<file path="src/rtl/wdt_pkg.sv">
package wdt_pkg;

    typedef enum logic [1:0] {
        PH_RUN   = 2'd0,
        PH_GRACE = 2'd1,
        PH_PULSE = 2'd2
    } wdt_phase_e;

    function automatic int unsigned wdt_max3(input int unsigned a,
                                             input int unsigned b,
                                             input int unsigned c);
        int unsigned m;
        m = (a > b) ? a : b;
        return (m > c) ? m : c;
    endfunction

endpackage

</file>
<file path="src/rtl/wdt_limit_sel.sv">
module wdt_limit_sel #(
    parameter int unsigned BASE_EXP = 12,
    parameter int unsigned STEP_EXP = 3,
    parameter int unsigned CNT_W    = 22
) (
    input  logic [1:0]       sel_i,
    output logic [CNT_W-1:0] term_o
);
    localparam int unsigned N_SEL = 4;

    logic [CNT_W-1:0] term_tab [N_SEL];

    // terminal count = interval length minus one, one entry per select code
    for (genvar g = 0; g < N_SEL; g++) begin : g_tab
        localparam longint unsigned LEN = 64'd1 << (BASE_EXP + g * STEP_EXP);
        assign term_tab[g] = CNT_W'(LEN - 64'd1);
    end

    assign term_o = term_tab[sel_i];

endmodule

</file>
<file path="src/rtl/wdt_cause_flag.sv">
module wdt_cause_flag (
    input  logic clk_i,
    input  logic rst_ni,
    input  logic set_i,
    input  logic clr_i,
    output logic flag_o
);
    logic flag_d, flag_q;

    always_comb begin
        flag_d = flag_q;
        if (clr_i) flag_d = 1'b0;
        if (set_i) flag_d = 1'b1;   // a new cause outranks a clear
    end

    always_ff @(posedge clk_i or negedge rst_ni) begin
        if (!rst_ni) flag_q <= 1'b0;
        else         flag_q <= flag_d;
    end

    assign flag_o = flag_q;

endmodule

</file>
<file path="src/rtl/watchdog_timer.sv">
module watchdog_timer #(
    parameter int unsigned BASE_EXP     = 12,
    parameter int unsigned STEP_EXP     = 3,
    parameter int unsigned GRACE_CYCLES = 512,
    parameter int unsigned PULSE_CYCLES = 4
) (
    input  logic       clk_i,
    input  logic       rst_ni,
    input  logic       en_i,
    input  logic [1:0] sel_i,
    input  logic       kick_i,
    input  logic       clr_flag_i,
    output logic       irq_o,
    output logic       wdt_rst_o,
    output logic       cause_o
);
    import wdt_pkg::*;

    localparam int unsigned MAX_EXP = BASE_EXP + 3 * STEP_EXP;
    localparam int unsigned CNT_W   = wdt_max3(MAX_EXP, $clog2(GRACE_CYCLES),
                                               $clog2(PULSE_CYCLES)) + 1;
    localparam logic [CNT_W-1:0] GRACE_LAST = CNT_W'(GRACE_CYCLES - 1);
    localparam logic [CNT_W-1:0] PULSE_LAST = CNT_W'(PULSE_CYCLES - 1);

    typedef struct packed {
        wdt_phase_e       phase;
        logic [CNT_W-1:0] cnt;
        logic             irq;
        logic             rst;
    } wdt_state_t;

    wdt_state_t       st_d, st_q;
    logic [CNT_W-1:0] term;
    logic             cause_set;

    wdt_limit_sel #(
        .BASE_EXP (BASE_EXP),
        .STEP_EXP (STEP_EXP),
        .CNT_W    (CNT_W)
    ) u_limit (
        .sel_i  (sel_i),
        .term_o (term)
    );

    always_comb begin
        st_d      = st_q;
        cause_set = 1'b0;
        if (!en_i) begin
            st_d.phase = PH_RUN;
            st_d.cnt   = '0;
            st_d.irq   = 1'b0;
            st_d.rst   = 1'b0;
        end else if (st_q.phase == PH_PULSE) begin
            // pulse runs to completion, restarts are ignored here
            if (st_q.cnt == PULSE_LAST) begin
                st_d.phase = PH_RUN;
                st_d.cnt   = '0;
                st_d.rst   = 1'b0;
            end else begin
                st_d.cnt = st_q.cnt + 1'b1;
            end
        end else if (kick_i) begin
            st_d.phase = PH_RUN;
            st_d.cnt   = '0;
            st_d.irq   = 1'b0;
        end else if (st_q.phase == PH_RUN) begin
            if (st_q.cnt >= term) begin
                st_d.phase = PH_GRACE;
                st_d.cnt   = '0;
                st_d.irq   = 1'b1;
            end else begin
                st_d.cnt = st_q.cnt + 1'b1;
            end
        end else begin
            if (st_q.cnt == GRACE_LAST) begin
                st_d.phase = PH_PULSE;
                st_d.cnt   = '0;
                st_d.irq   = 1'b0;
                st_d.rst   = 1'b1;
                cause_set  = 1'b1;
            end else begin
                st_d.cnt = st_q.cnt + 1'b1;
            end
        end
    end

    always_ff @(posedge clk_i or negedge rst_ni) begin
        if (!rst_ni) begin
            st_q.phase <= PH_RUN;
            st_q.cnt   <= '0;
            st_q.irq   <= 1'b0;
            st_q.rst   <= 1'b0;
        end else begin
            st_q <= st_d;
        end
    end

    wdt_cause_flag u_flag (
        .clk_i  (clk_i),
        .rst_ni (rst_ni),
        .set_i  (cause_set),
        .clr_i  (clr_flag_i),
        .flag_o (cause_o)
    );

    assign irq_o     = st_q.irq;
    assign wdt_rst_o = st_q.rst;

endmodule

</file>
<file path="config.mk">
export PLATFORM = sky130hd
export DESIGN_NAME = watchdog_timer
export DESIGN_NICKNAME = d
export VERILOG_FILES = /design/src/rtl/wdt_pkg.sv /design/src/rtl/wdt_limit_sel.sv /design/src/rtl/wdt_cause_flag.sv /design/src/rtl/watchdog_timer.sv
export SDC_FILE = /design/constraint.sdc
export NUM_CORES = 1
export LEC_CHECK = 0
export ABC_AREA = 0
export BUFFER_PORTS_ARGS = -buffer_cell sky130_fd_sc_hd__buf_4
export CORE_ASPECT_RATIO = 0.9
export CORE_MARGIN = 2
export CORE_UTILIZATION = 56
export DETAILED_ROUTE_END_ITERATION = 8
export PLACE_DENSITY = 0.74
export SKIP_LAST_GASP = 1
export SLEW_MARGIN = 20
export SYNTH_ARGS = -nofsm -noshare
export SYNTH_HDL_FRONTEND = slang
export SYNTH_SLANG_ARGS = --single-unit
</file>
<file path="constraint.sdc">
create_clock -name clk_i -period 2.4 [get_ports clk_i]
set_input_delay 0 -clock clk_i [delete_from_list [all_inputs] [get_ports clk_i]]
set_output_delay 0 -clock clk_i [all_outputs]
set_load 0.05 [all_outputs]
</file>
==> run summary, run 1 <==
Initial antenna violation count - 0
H-tree Lvls - 1
Fin Setup TNS - 0 ns
Postcts setup bufs - 0
Peak VDD IR - 0.303 mV
Die W - 63.3 µm
Vias per cell - 5.77
Nets - 201
Yosys cell types - 43
Vias - 1299
Die area - 3630 µm²
Worst reg-to-reg setup slack - 0.18 ns
Max_slew headroom - 71.3%
Largest net degree at the start of global routing - 28
Post-CTS Resized - 0
Crit path time final - 2.22 ns
RSZ-0062 raised after global routing - no
Global route overflow - 0
Initial DRT Pass Iterations - 4
Commonest cells post-synth - dfrtp_1, a21oi_2, xnor2_1
Post-synth EDFFs - 0
Die height - 57.3 µm
Sequential area share after synthesis - 38.2%
Async SR Flop Fraction - 100%
Cell taking the most area after synthesis - dfrtp_1
DRC - 0
Post-layout util - 63.4%
Crit start category - flip-flop
Flip-flop and latch count after synthesis - 27
Routed wire length - 3260 µm
CP max FO - 14
Status - completed
Final non-filler cell total - 225
Area growth, synth to finish - 8.90%
Clock transition at path regs - 0.14 ns
Initial DRC count - 56
Period utilization - 92.4%
WL/cell - 14.5 µm
Max Slew Vio Count - 0
Max clock buf depth - 2
Post-synth top area share - 38.2%
Worst skew pair latency - 0.33 ns
CTS tree - yes
Kind of critical path - reg -> reg
Diode count - 0
Clock Sinks - 27
Total Power - 0.000708 W
Mapped Cells - 169
Critical path endpoint category - flip-flop
Row cnt - 19
CTS buffer count - 3
Cts hold-fix bufs - 4
Pleak - 0.764 nW
Share of layout cells above drive strength 1 - 24.6%
Hold Violations, Final - 0
Initial core utilization - 58.2%
CTS root buffer - clkbuf_4
Primary FF master, synth - dfrtp_1
Achievable frequency - 0.451 GHz
Synth warn - 0
# IOs - 10
Total GRT Usage - 20.4%
Antenna viol nets, final - 0
Worst Skew - 0.00787 ns
Port Buffers - 9
Core ar. - 3040 µm²
Top-count cell post-synth - dfrtp_1
Mean Syn Cell Area - 10.5 µm²
CP required - 2.62 ns
Syn Nets - 186
Number of global-route vias before repair - 1285
Placed cells - 217
First-pass GRT wire length - 5840 µm
Hpwl dp - 2390 µm
Max Cap Viol - 0
Leading post-synthesis cells by cell area - dfrtp_1, a21oi_2, xnor2_1
Fillers - 263
Hold WC Path Type - in -> async
Setup Viol. Count Final - 0
Global placer's final weighted congestion - 0.813
Worst-Margin Slew - 0.428 ns
Post-synthesis instance area - 1770 µm²
Pwr/cell area - 367 nW/µm²
CP arrival - 2.44 ns
layer usage:
layer / share of wire, % / global-route usage (%)
met4: 0.31 / 3.73
met5: 0 / 0
met3: 4.3 / 4.73
met1: 46 / 26.1
met2: 49 / 36.2
power by group:
part | leakage [nW] | switching, W | total, W | internal, W
combinational | 0.372 | 0.0000320 | 0.0000519 | 0.0000200
sequential | 0.376 | 0.00000160 | 0.000458 | 0.000457
clock | 0.0150 | 0.000133 | 0.000198 | 0.0000653
cell usage in the layout (no fill, tap or decap), types with 2 or more instances in the layout:
master          n
o21ai_0         3
ha_1           10
and3_1          2
xnor2_1        16
xor2_1          4
nor2b_1         2
inv_1           7
dlygate4sd3_1   4
a21o_1          3
a21boi_0        2
nor2_1         10
nor4_1          3
nand4_1         3
clkbuf_4        3
nand3_1         9
nand2_1        11
buf_4          10
nor3_1          7
a21oi_2        20
dfrtp_1        27
per-stage QoR:
step | setup slack [ns] | area (µm²) | hold WS, ns
6_report | 0.181 | 1930 | 0.0942
5_1_grt | 0.0376 | 1930 | 0.108
4_1_cts | 0.183 | 1930 | 0.103
3_5_place_dp | 0.199 | 1860 | -0.0664
3_3_place_gp | 0.247 | 1860 | -0.0710
2_1_floorplan | 0.461 | 1770 | -0.296
worst max-delay path, cell delays in order (launching register included):
cell and delay [ns]:
dfrtp_1 0.42, ha_1 0.24, nand3_2 0.16, or3_1 0.53
nor2_8 0.18, o21a_2 0.30, buf_12 0.20, a21oi_2 0.06
kinds of logic (layout without fill, tap and decap cells):
logic type                 after synthesis  after routing  synth area share [%]
and+or+nand+nor                         63             63                  23.0
AOI/OAI and AO/OA                       37             37                  17.2
DFF                                     27             27                  38.2
buffers and inverters                   12             26                  4.66
xor gates and xnor gates                20             20                  9.89
adders and majority gates               10             10                  7.07
worst paths after layout:
kind | start | cells after the start | to
worst max register to register | st_q[2]$_DFF_PN0_ | 7 | st_q[21]$_DFF_PN0_
worst max-delay path | st_q[2]$_DFF_PN0_ | 7 | st_q[21]$_DFF_PN0_
min in group clk_i | clr_flag_i | 3 | u_flag.flag_o$_DFFE_PN0P_
worst min register to register | st_q[2]$_DFF_PN0_ | 1 | st_q[2]$_DFF_PN0_
worst min-delay path | rst_ni | 2 | u_flag.flag_o$_DFFE_PN0P_
max in group asynchronous | rst_ni | 2 | st_q[20]$_DFF_PN0_
final cells by class:
type	instances	area (µm²)	area share, %
repair buffers	15	135	7.01
clock buffers	4	26.3	1.36
inverters	7	26.3	1.36
multi-input cells	130	1010	52.5
well taps	42	52.6	2.73
flip-flops and latches	27	676	35.0
registers in the layout, indices dropped and copies added (netlist names):
signal / flops
irq_o: 1
u_flag.flag_o: 1
st_q: 24
wdt_rst_o: 1
No activity file was read; power rests on OpenSTA's default activity.
==> inputs of run 2 (changes only) <==
--- a/config.mk
+++ b/config.mk
@@ -9,9 +9,9 @@
 export BUFFER_PORTS_ARGS = -buffer_cell sky130_fd_sc_hd__buf_4
 export CORE_ASPECT_RATIO = 0.9
 export CORE_MARGIN = 2
-export CORE_UTILIZATION = 56
+export CORE_UTILIZATION = 35
 export DETAILED_ROUTE_END_ITERATION = 8
-export PLACE_DENSITY = 0.74
+export PLACE_DENSITY = 0.51
 export SKIP_LAST_GASP = 1
 export SLEW_MARGIN = 20
 export SYNTH_ARGS = -nofsm -noshare
==> run summary, run 2 (synthesis results as in run 1) <==
Max clock buf depth - 2 (unchanged)
WL/cell - 14.7 µm (was 14.5 µm)
Initial antenna violation count - 0 (unchanged)
Worst reg-to-reg setup slack - 0.17 ns (was 0.18 ns)
Buf+Inv Stages, Crit Path - 1 (unchanged)
Hold Path Depth - 2
Crit path time final - 2.23 ns (was 2.22 ns)
Peak VDD IR - 0.255 mV (was 0.303 mV)
Clock Sinks - 27 (unchanged)
Nets - 201 (unchanged)
CP required - 2.56 ns (was 2.62 ns)
Largest net degree at the start of global routing - 28 (unchanged)
Slowest cell on crit path - or3_1 (unchanged)
Achievable frequency - 0.448 GHz (was 0.451 GHz)
RSZ-0062 raised after global routing - no (unchanged)
Number of global-route vias before repair - 1355 (was 1285)
Die W - 79.0 µm (was 63.3 µm)
Worst Hold Endpoint - wdt_rst_o$_DFFE_PN0P_
Slowest stage delay, CP - 0.55 ns (was 0.53 ns)
R2r startpoint - st_q[2]$_DFF_PN0_ (unchanged)
H-tree Lvls - 1 (unchanged)
Worst Skew - 0.00191 ns (was 0.00787 ns)
Hold WC Path Type - in -> reg (was in -> async)
Worst-Margin Slew - 0.451 ns (was 0.428 ns)
Kind of critical path - reg -> reg (unchanged)
Vias per cell - 5.25 (was 5.77)
Crit start category - flip-flop (unchanged)
R2r worst-path depth - 7 (unchanged)
Hpwl dp - 2630 µm (was 2390 µm)
Setup Viol. Count Final - 0 (unchanged)
Top reg by flops - st_q (unchanged)
Total GRT Usage - 14.2% (was 20.4%)
Hold path startpoint - en_i
Routed wire length - 3640 µm (was 3260 µm)
CTS tree - yes (unchanged)
Global placer's final weighted congestion - 0.759 (was 0.813)
Max Cap Viol - 0 (unchanged)
Max Slew Vio Count - 0 (unchanged)
Share of layout cells above drive strength 1 - 25.7% (was 24.6%)
Postcts setup bufs - 0 (unchanged)
Critical path, cell by cell - ha_1 > nand3_2 > or3_1 > nor2_8 > o21a_2 > buf_12 > a21oi_2 (unchanged)
Port Buffers - 9 (unchanged)
Period utilization - 93.0% (was 92.4%)
Fillers - 500 (was 263)
Vias - 1301 (was 1299)
Core ar. - 4860 µm² (was 3040 µm²)
Most frequent cells in the layout - dfrtp_1, a21oi_2, xnor2_1, nand2_1, buf_4 (was dfrtp_1, a21oi_2, xnor2_1, nand2_1)
Initial DRT Pass Iterations - 4 (unchanged)
Row cnt - 24 (was 19)
# IOs - 10 (unchanged)
Reg2reg end - st_q[15]$_DFF_PN0_ (was st_q[21]$_DFF_PN0_)
CTS buffer count - 3 (unchanged)
Max_slew headroom - 70.0% (was 71.3%)
Fin Setup TNS - 0 ns (unchanged)
Antenna viol nets, final - 0 (unchanged)
First-pass GRT wire length - 6380 µm (was 5840 µm)
Clock transition at path regs - 0.09 ns (was 0.14 ns)
Critical path endpoint category - flip-flop (unchanged)
Max reg flops - 24 (unchanged)
Most common cell after layout, fill and taps aside - dfrtp_1 (unchanged)
Area growth, synth to finish - 12.0% (was 8.90%)
Pwr/cell area - 389 nW/µm² (was 367 nW/µm²)
DRC - 0 (unchanged)
Status - completed (unchanged)
Worst skew pair latency - 0.27 ns (was 0.33 ns)
Total Power - 0.000772 W (was 0.000708 W)
Global route overflow - 0 (unchanged)
CP max FO - 13 (was 14)
CTS root buffer - clkbuf_8 (was clkbuf_4)
Die height - 71.5 µm (was 57.3 µm)
Initial DRC count - 53 (was 56)
Post-CTS Resized - 0 (unchanged)
Initial core utilization - 36.4% (was 58.2%)
CP delay by family, top - simple AND/OR/NAND/NOR gates (unchanged)
Pleak - 0.780 nW (was 0.764 nW)
Die area - 5640 µm² (was 3630 µm²)
Hold Violations, Final - 0 (unchanged)
Diode count - 0 (unchanged)
CP arrival - 2.39 ns (was 2.44 ns)
## run 2: worst max-delay path by stage
stage | startpoint | endpoint | slack [ns] | depth (start not counted)
2_1_floorplan | st_q[21]$_DFF_PN0_ | st_q[11]$_DFF_PN0_ | 0.46 | 7
3_3_place_gp | st_q[2]$_DFF_PN0_ | st_q[17]$_DFF_PN0_ | 0.21 | 7
3_5_place_dp | st_q[2]$_DFF_PN0_ | st_q[15]$_DFF_PN0_ | 0.19 | 7
4_1_cts | st_q[2]$_DFF_PN0_ | st_q[14]$_DFF_PN0_ | 0.18 | 7
5_1_grt | st_q[2]$_DFF_PN0_ | st_q[14]$_DFF_PN0_ | 0.04 | 7
6_report | st_q[2]$_DFF_PN0_ | st_q[15]$_DFF_PN0_ | 0.17 | 7
## run 2: power breakdown
group,internal (W),switching (W),leakage [nW]
clock,0.000119,0.000144,0.0228
sequential,0.000456,0.00000156,0.376
combinational,0.0000197,0.0000318,0.381
## run 2: stage by stage
stage          setup slack [ns]  std cells  utilization, %  hold slack (ns)  area [µm²]
2_1_floorplan             0.461        169               -           -0.296        1770
3_5_place_dp              0.192        242            39.4          -0.0624        1920
6_report                  0.169        248            40.8           0.0136        1980
3_3_place_gp              0.207        242            39.4          -0.0660        1920
4_1_cts                   0.180        248            40.8          0.00831        1980
5_1_grt                  0.0352        248            40.8          0.00558        1980
## run 2: layout make-up
| cell class | instances | area [µm²] | share of cell area, % |
|---|---|---|---|
| multi-input combinational | 130 | 1010 | 51.0 |
| sequential | 27 | 676 | 34.1 |
| timing repair buffer | 15 | 143 | 7.19 |
| tap | 65 | 81.3 | 4.10 |
| clock buffer | 4 | 45.0 | 2.27 |
| inverter | 7 | 26.3 | 1.32 |
## run 2: what timing repair did
item,CTS,global route
hold buffers,2,0
endpoints found under the setup margin,0,0
hold endpoints to repair,28,0
## run 2: worst reg2reg max path, cell delays in order, from the launching register on
cell     delay [ns]
dfrtp_1        0.40
ha_1           0.23
nand3_2        0.15
or3_1          0.55
nor2_8         0.19
o21a_2         0.33
buf_12         0.20
a21oi_2        0.06
## run 2: per-layer routing
metal / vias to the layer above / routed length [µm] / GRT usage [%]
met3: 4 / 111 / 2.39
met4: 0 / 42 / 4.21
met1: 642 / 1730 / 19.3
li1: 634 / - / -
met5: - / 0 / 0
met2: 21 / 1750 / 23.5
==> inputs of run 3 (changes only) <==
==> constraint.sdc (replaced) <==
create_clock -name clk_i -period 2.3 [get_ports clk_i]
set_input_delay 0 -clock clk_i [delete_from_list [all_inputs] [get_ports clk_i]]
set_output_delay 0 -clock clk_i [all_outputs]
set_load 0.05 [all_outputs]
==> run summary, run 3 (synthesis results as in run 1) <==
Status - completed (unchanged)
Worst skew pair latency - 0.27 ns (about the same)
Reg2reg end - st_q[3]$_DFF_PN0_ (was st_q[15]$_DFF_PN0_)
Routed wire length - 3510 µm (was 3640 µm)
CTS root buffer - clkbuf_8 (unchanged)
Clock Sinks - 27 (unchanged)
Largest net degree at the start of global routing - 28 (unchanged)
Hold Violations, Final - 0 (unchanged)
Max_slew headroom - 71.0% (was 70.0%)
Pleak - 0.783 nW (was 0.780 nW)
Vias - 1304 (was 1301)
Max reg flops - 24 (unchanged)
Setup Viol. Count Final - 0 (unchanged)
Kind of critical path - reg -> reg (unchanged)
R2r startpoint - st_q[21]$_DFF_PN0_ (was st_q[2]$_DFF_PN0_)
Worst Skew - 0.00649 ns (was 0.00191 ns)
Slowest cell on crit path - dfrtp_1 (was or3_1)
Diode count - 0 (unchanged)
Die W - 79.0 µm (unchanged)
Row cnt - 24 (unchanged)
Pwr/cell area - 403 nW/µm² (was 389 nW/µm²)
Fin Setup TNS - 0 ns (unchanged)
Global route overflow - 0 (unchanged)
Initial antenna violation count - 0 (unchanged)
CTS tree - yes (unchanged)
Worst Hold Endpoint - wdt_rst_o$_DFFE_PN0P_ (unchanged)
Most common cell after layout, fill and taps aside - dfrtp_1 (unchanged)
First-pass GRT wire length - 6180 µm (was 6380 µm)
Critical path endpoint category - flip-flop (unchanged)
Vias per cell - 5.22 (was 5.25)
Post-layout util - 40.8% (about the same)
Total GRT Usage - 13.6% (was 14.2%)
Worst reg-to-reg setup slack - 0.17 ns (about the same)
CP max FO - 22 (was 13)
Crit start category - flip-flop (unchanged)
Port Buffers - 9 (unchanged)
R2r worst-path depth - 7 (unchanged)
Initial DRT Pass Iterations - 4 (unchanged)
Hold path startpoint - en_i (unchanged)
Hold Path Depth - 2 (unchanged)
RSZ-0062 raised after global routing - no (unchanged)
Worst-Margin Slew - 0.431 ns (was 0.451 ns)
Top reg by flops - st_q (unchanged)
Clock transition at path regs - 0.09 ns (about the same)
Final hold slack - 0.00989 ns (was 0.0136 ns)
# IOs - 10 (unchanged)
Initial core utilization - 36.4% (unchanged)
Peak VDD IR - 0.164 mV (was 0.255 mV)
Max clock buf depth - 2 (unchanged)
Achievable frequency - 0.470 GHz (was 0.448 GHz)
Hold WC Path Type - in -> reg (unchanged)
Slowest stage delay, CP - 0.43 ns (was 0.55 ns)
Share of layout cells above drive strength 1 - 26.5% (was 25.7%)
Area growth, synth to finish - 12.2% (was 12.0%)
Global placer's final weighted congestion - 0.742 (was 0.759)
Max Cap Viol - 0 (unchanged)
Crit path time final - 2.13 ns (was 2.23 ns)
CTS buffer count - 3 (unchanged)
Nets - 203 (was 201)
Most frequent cells in the layout - dfrtp_1, a21oi_2, xnor2_1, buf_4, nand2_1 (was dfrtp_1, a21oi_2, xnor2_1, nand2_1, buf_4)
Die area - 5640 µm² (unchanged)
Initial DRC count - 57 (was 53)
Hpwl dp - 2590 µm (was 2630 µm)
DRC - 0 (unchanged)
Number of global-route vias before repair - 1313 (was 1355)
Die height - 71.5 µm (unchanged)
CP required - 2.49 ns (was 2.56 ns)
CP arrival - 2.32 ns (was 2.39 ns)
Core ar. - 4860 µm² (unchanged)
WL/cell - 14.1 µm (was 14.7 µm)
Max Slew Vio Count - 0 (unchanged)
H-tree Lvls - 1 (unchanged)
Critical path, cell by cell - ha_1 > and4b_1 > and4_4 > a221oi_2 > nand4_2 > buf_12 > a21boi_0 (was ha_1 > nand3_2 > or3_1 > nor2_8 > o21a_2 > buf_12 > a21oi_2)
Antenna viol nets, final - 0 (unchanged)
Postcts setup bufs - 0 (unchanged)
Period utilization - 92.5% (was 93.0%)
-- run 3: cell types whose count changed in the layout (fill, tap and decap cells not counted), sizes merged --
cell	before	now
buf	13	15
-- run 3: layout make-up --
cell class	instances	area, µm²
Sequential cell	27	676
Timing Repair Buffer	17	145
Inverter	7	26.3
Multi-Input combinational cell	130	1010
Tap cell	65	81.3
Fill cell	502	2880
Clock buffer	4	45.0
-- run 3: metrics by stage --
| step | total power, W | worst slack [ns] | cells | instance area, µm² |
|---|---|---|---|---|
| final | 0.000801 | 0.173 | 250 | 1990 |
| after global routing | 0.000838 | 0.0355 | 250 | 1990 |
| after CTS | 0.000813 | 0.178 | 250 | 1990 |
| after detailed placement | 0.000539 | 0.212 | 244 | 1920 |
| after global placement | 0.000538 | 0.225 | 244 | 1920 |
| after floorplan | 0.000514 | 0.361 | 169 | 1770 |
-- run 3: timing repair --
action                                  4_1_cts  5_1_grt
endpoints found under the setup margin        0        0
hold endpoints to repair                     28        0
gates resized for setup                       0        0
hold buffers                                  2        0
-- run 3: worst max-delay path, delay by kind of cell, from the launching register on --
family / cells / cell delay (ns)
fa+ha+maj: 1 / 0.32
buf+inv: 1 / 0.20
flops: 1 / 0.43
compound gates: 2 / 0.50
simple gates: 3 / 0.59
-- run 3: how the worst max path moves through the flow --
stage               slack [ns]                from                  to
floorplan                 0.36  st_q[21]$_DFF_PN0_  st_q[11]$_DFF_PN0_
global route              0.04  st_q[21]$_DFF_PN0_   st_q[3]$_DFF_PN0_
detailed placement        0.21  st_q[21]$_DFF_PN0_   st_q[3]$_DFF_PN0_
CTS                       0.18  st_q[21]$_DFF_PN0_   st_q[3]$_DFF_PN0_
global placement          0.23   st_q[2]$_DFF_PN0_  st_q[19]$_DFF_PN0_
finish                    0.17  st_q[21]$_DFF_PN0_   st_q[3]$_DFF_PN0_
-- run 3: metal layers --
| metal | track usage, % | routed length [µm] | up-vias |
|---|---|---|---|
| met4 | 2.87 | 18 | 0 |
| met1 | 18.3 | 1730 | 634 |
| li1 | - | - | 648 |
| met2 | 23.0 | 1650 | 20 |
| met3 | 2.77 | 114 | 2 |
| met5 | 0 | 0 | - |
-- run 3: report_power, final --
part           switching [W]  total (W)  internal (W)
clock               0.000146   0.000270      0.000124
sequential        0.00000150   0.000477      0.000476
combinational      0.0000330  0.0000535     0.0000205
